### src/rtl/pinc_lsu.sv
module pinc_lsu #(
  parameter int IMM_W  = 12,
  parameter int RIDX_W = 5
) (
  input  logic              clk,
  input  logic              rst_n,
  input  logic              op_valid,
  input  logic              op_store,
  input  logic [1:0]        op_size,
  input  logic              op_unsigned,
  input  logic              op_use_reg,
  input  logic [31:0]       base_val,
  input  logic [RIDX_W-1:0] base_idx,
  input  logic [RIDX_W-1:0] dest_idx,
  input  logic [IMM_W-1:0]  off_imm,
  input  logic [31:0]       off_reg,
  input  logic [31:0]       st_data,
  output logic              mem_req,
  output logic              mem_we,
  output logic [31:0]       mem_addr,
  output logic [3:0]        mem_be,
  output logic [31:0]       mem_wdata,
  input  logic [31:0]       mem_rdata,
  output logic              ld_we,
  output logic [RIDX_W-1:0] ld_idx,
  output logic [31:0]       ld_data,
  output logic              inc_we,
  output logic [RIDX_W-1:0] inc_idx,
  output logic [31:0]       inc_data,
  output logic              misalign
);

  localparam int EXT_W = 32 - IMM_W;

  logic [31:0] offset;
  logic        is_byte, is_half, is_word, mis_now, go;

  assign offset  = op_use_reg ? off_reg : {{EXT_W{off_imm[IMM_W-1]}}, off_imm};
  assign is_byte = (op_size == 2'b00);
  assign is_half = (op_size == 2'b01);
  assign is_word = op_size[1];
  assign mis_now = (is_half & base_val[0]) | (is_word & (|base_val[1:0]));
  assign go      = op_valid & ~mis_now;

  assign mem_req  = go;
  assign mem_we   = go & op_store;
  assign mem_addr = base_val;

  always_comb begin
    if (is_byte) begin
      mem_be    = 4'b0001 << base_val[1:0];
      mem_wdata = {4{st_data[7:0]}};
    end else if (is_half) begin
      mem_be    = base_val[1] ? 4'b1100 : 4'b0011;
      mem_wdata = {2{st_data[15:0]}};
    end else begin
      mem_be    = 4'b1111;
      mem_wdata = st_data;
    end
  end

  logic              r_go, r_ld, r_mis, r_uns;
  logic [1:0]        r_size, r_lo;
  logic [RIDX_W-1:0] r_dest, r_bidx;
  logic [31:0]       r_inc;

  always_ff @(posedge clk) begin
    if (!rst_n) begin
      r_go   <= 1'b0;
      r_ld   <= 1'b0;
      r_mis  <= 1'b0;
      r_uns  <= 1'b0;
      r_size <= 2'b00;
      r_lo   <= 2'b00;
      r_dest <= '0;
      r_bidx <= '0;
      r_inc  <= '0;
    end else begin
      r_go   <= go;
      r_ld   <= go & ~op_store;
      r_mis  <= op_valid & mis_now;
      r_uns  <= op_unsigned;
      r_size <= op_size;
      r_lo   <= base_val[1:0];
      r_dest <= dest_idx;
      r_bidx <= base_idx;
      r_inc  <= base_val + offset;
    end
  end

  logic [31:0] lane;
  assign lane = mem_rdata >> {r_lo, 3'b000};

  always_comb begin
    case (r_size)
      2'b00:   ld_data = r_uns ? {24'd0, lane[7:0]}  : {{24{lane[7]}}, lane[7:0]};
      2'b01:   ld_data = r_uns ? {16'd0, lane[15:0]} : {{16{lane[15]}}, lane[15:0]};
      default: ld_data = mem_rdata;
    endcase
  end

  assign ld_we    = r_ld;
  assign ld_idx   = r_dest;
  assign inc_we   = r_go & ~(r_ld & (r_dest == r_bidx));
  assign inc_idx  = r_bidx;
  assign inc_data = r_inc;
  assign misalign = r_mis;

  p_misalign_quiet_r7: assert property (@(posedge clk) disable iff (!rst_n)
    misalign |-> (!ld_we && !inc_we));

  p_misalign_noreq_r7: assert property (@(posedge clk) disable iff (!rst_n)
    (op_valid && !mem_req) |=> misalign);

  p_store_wb_r5: assert property (@(posedge clk) disable iff (!rst_n)
    mem_we |=> (!ld_we && inc_we));

  p_wb_from_req_r2: assert property (@(posedge clk) disable iff (!rst_n)
    (ld_we || inc_we) |-> $past(mem_req));

  p_prio_r8: assert property (@(posedge clk) disable iff (!rst_n)
    (ld_we && inc_we) |-> (ld_idx != inc_idx));

  p_byte_be_r6: assert property (@(posedge clk) disable iff (!rst_n)
    (mem_req && op_size == 2'b00) |-> ($countones(mem_be) == 1));

  p_idle_r10: assert property (@(posedge clk) disable iff (!rst_n)
    !op_valid |=> (!ld_we && !inc_we && !misalign));

endmodule

### config.mk
export PLATFORM = sky130hd
export DESIGN_NAME = pinc_lsu
export DESIGN_NICKNAME = d
export VERILOG_FILES = /design/src/rtl/pinc_lsu.sv
export SDC_FILE = /design/constraint.sdc
export NUM_CORES = 1
export LEC_CHECK = 0
export ABC_AREA = 1
export CORE_MARGIN = 4
export CORE_UTILIZATION = 27
export DETAILED_ROUTE_END_ITERATION = 10
export PLACE_DENSITY = 0.58
export SLEW_MARGIN = 20
export SYNTH_ARGS = -nofsm -noshare
export SYNTH_HDL_FRONTEND = slang
export SYNTH_SLANG_ARGS = --single-unit
### constraint.sdc
create_clock -name clk -period 3.8 [get_ports clk]
set_clock_uncertainty 0.2 [all_clocks]
set_input_delay 0.76 -clock clk [delete_from_list [all_inputs] [get_ports clk]]
set_output_delay 0.76 -clock clk [all_outputs]
set_load 0.005 [all_outputs]
==> results.ini <==
[sta]
setup_viol = 0
setup_slack_ns = 0.2070
period_share = 0.9455
timing.setup.tns_ns = 0
relSlewSlack = 0.4707
max_slew.worst_pin.slew_ns = 0.7939
rsz0062_at_grt = false
post-route-min-period_ns = 3.593
fmax_mhz = 278.3
final_max_slew_viol_count = 0
hold_viol = 0

[final_layout]
drive_above_1_share = 0.04845
utilization = 0.4332
multi_input_area_mm2 = 0.003470
seq_area_mm2 = 0.001001
layout.nets = 1448
fillers = 2190
area_delta_synth_final_pct = 57.71

[clock_tree]
clock-sinks = 50
clockRootBuffer = clkbuf_16
cts.clk_slew.worst_paths_ns = 0.07
cts_setup_buffers = 0
hold_buffers = 0
cts-resized-gates = 0
cts_buffer_depth = 2
numCtsBuffers = 5
cts_tree = done
cts_max_level = 2

[min_path]
hp-class = input pin to flop

[synth]
synth_flop_cell = dfxtp_1
yosysWarnings = 0
synth_cell_types = 45
syn_avg_cell_area_um2 = 5.577
ys_seq_elements = 50
ys_async_sr_fraction = 0
synth.cell_area_mm2 = 0.005577
synth_edf_count = 0
netlist_instances = 1000
yosysSeqAreaShare = 0.1795
syn_nets = 1190

[critical_path]
cp_max_fo = 16
cp_data_arrival_time_ns = 2.63
cp_data_required_time_ns = 2.84
start_kind = input pin
criticalPathCategory = input pin to primary output
critical_path.endpoint_type = primary output

[power]
p_leak_nw = 4.480
power_density_mw_per_mm2 = 259.2
vdd_drop_max_mv = 0.2018

[detailed_routing]
drt_pre_antenna_iters = 5
drt_iter0_drc = 321
wl_per_cell_um = 14.23
viasPerCell = 4.446
detail-route-antenna-nets = 0
wl_mm = 21.77
vias = 6803
drc = 0

[floorplan]
initial_core_util = 0.2747
core_mm2 = 0.02030
io_pins = 305
die_area_mm2 = 0.02302
die_y_um = 151.7
die_x_um = 151.7
rows = 52

[placed_design]
hpwl_mm = 18.37
io_buffers = 304
place_congestion = 0.8756
place_ws_ns = 0.2059

[global_routing]
grt_pass1_wl_mm = 33.00
antenna_found_initial = 1
grt_max_degree = 37
grt.overflow.total = 0
first_global_vias = 6475
grt_util_all_layers = 0.1820

[outcome]
status = complete, no violations

[run]
drv_cap = 0

worst max-delay path, stage by stage:
cell	delay [ns]
clkdlybuf4s50_1	0.48
inv_1	0.06
a21oi_1	0.11
o21ai_0	0.11
nand2_2	0.11
nand4_4	0.15
nand2_4	0.13
inv_4	0.09
o21ai_0	0.10
clkdlybuf4s50_1	0.53
registers in the layout (all words and copies together) (netlist names):
signal    count
inc_data     32
ld_idx        5
r_size        2
ld_we         1
r_lo          2
r_uns         1
r_go          1
misalign      1
inc_idx       5
per-stage QoR:
stage | power [mW] | cells | cell area (µm²) | hold slack, ns
floorplan | 1.188 | 1000 | 5577 | 0.6392
global placement | 1.789 | 1521 | 8637 | 1.096
detailed placement | 1.791 | 1521 | 8637 | 1.097
CTS | 2.313 | 1529 | 8792 | 0.7631
global route | 2.458 | 1530 | 8795 | 0.7774
finish | 2.280 | 1530 | 8795 | 0.7732
logic make-up after synthesis:
group,count (synthesis),synth area share
xor gates and xnor gates,4,0.006283
buffers and inverters,241,0.1983
DFF,50,0.1795
adders and majority gates,32,0.07314
and+or+nand+nor,503,0.3686
AOI/OAI and AO/OA,170,0.1741
placed cells by master (no fill, tap or decap), types with 2 or more instances in the layout:
cell type	count
buf_12	2
nor2_2	3
nor3_2	3
a21oi_2	2
xnor2_1	2
a21oi_1	66
o21ai_0	57
o21bai_1	5
o21a_1	3
inv_1	168
nand3_1	31
dfxtp_1	50
o21ai_2	10
clkbuf_16	5
and2_1	4
a22oi_1	7
inv_2	2
ha_1	31
a31oi_1	7
xor2_1	2
nor2_1	68
inv_4	3
nand4_1	5
nand2_2	8
clkdlybuf4s50_1	303
nand2_1	367
o211ai_1	8
buf_4	12
nor3_1	6
nand3_2	3
path summary, 6_finish.rpt:
path                 endpoint  depth (start not counted)     startpoint  slack, ns
setup / recovery  ld_data[21]                         10  mem_rdata[15]       0.21
hold / removal      ld_idx[4]                          3    dest_idx[4]       0.77
synth_stat cells, drive strengths merged (2+ instances only):
cell type	instances	area, µm²
nor2	71	274.0
o21a	3	22.52
nand4	6	52.55
buf	53	391.6
a22oi	7	52.55
clkbuf	14	53.80
ha	31	387.9
o211ai	8	60.06
nand3	34	185.2
nor3	9	60.06
a31oi	7	43.79
o21bai	5	37.54
a21oi	68	347.8
dfxtp	50	1001
xor2	2	17.52
nand2	376	1439
xnor2	2	17.52
inv	173	656.9
o21ai	68	377.8
and2	5	32.53
layer usage:
metal / GRT usage / wire (µm) / vias up
li1: - / - / 3591
met1: 0.2207 / 9197 / 2935
met2: 0.3124 / 10160 / 240
met3: 0.04194 / 1729 / 37
met4: 0.06963 / 685 / 0
met5: 0 / 0 / -
cell type report:
class | count | area share
multi-input cells | 709 | 0.3945
repair buffers | 318 | 0.3602
flip-flops and latches | 50 | 0.1138
inverters | 174 | 0.07512
well taps | 270 | 0.03841
clock buffers | 6 | 0.01579
clock inverters | 2 | 0.001849
diodes | 1 | 0.0002845
where the power goes:
| group | internal, mW | switching, mW | leakage [nW] |
|---|---|---|---|
| sequential | 0.581 | 0.0210 | 0.417 |
| combinational | 0.597 | 0.575 | 3.99 |
| clock | 0.266 | 0.240 | 0.0735 |
| total | 1.44 | 0.836 | 4.48 |
(Power assumes the default switching activity.)
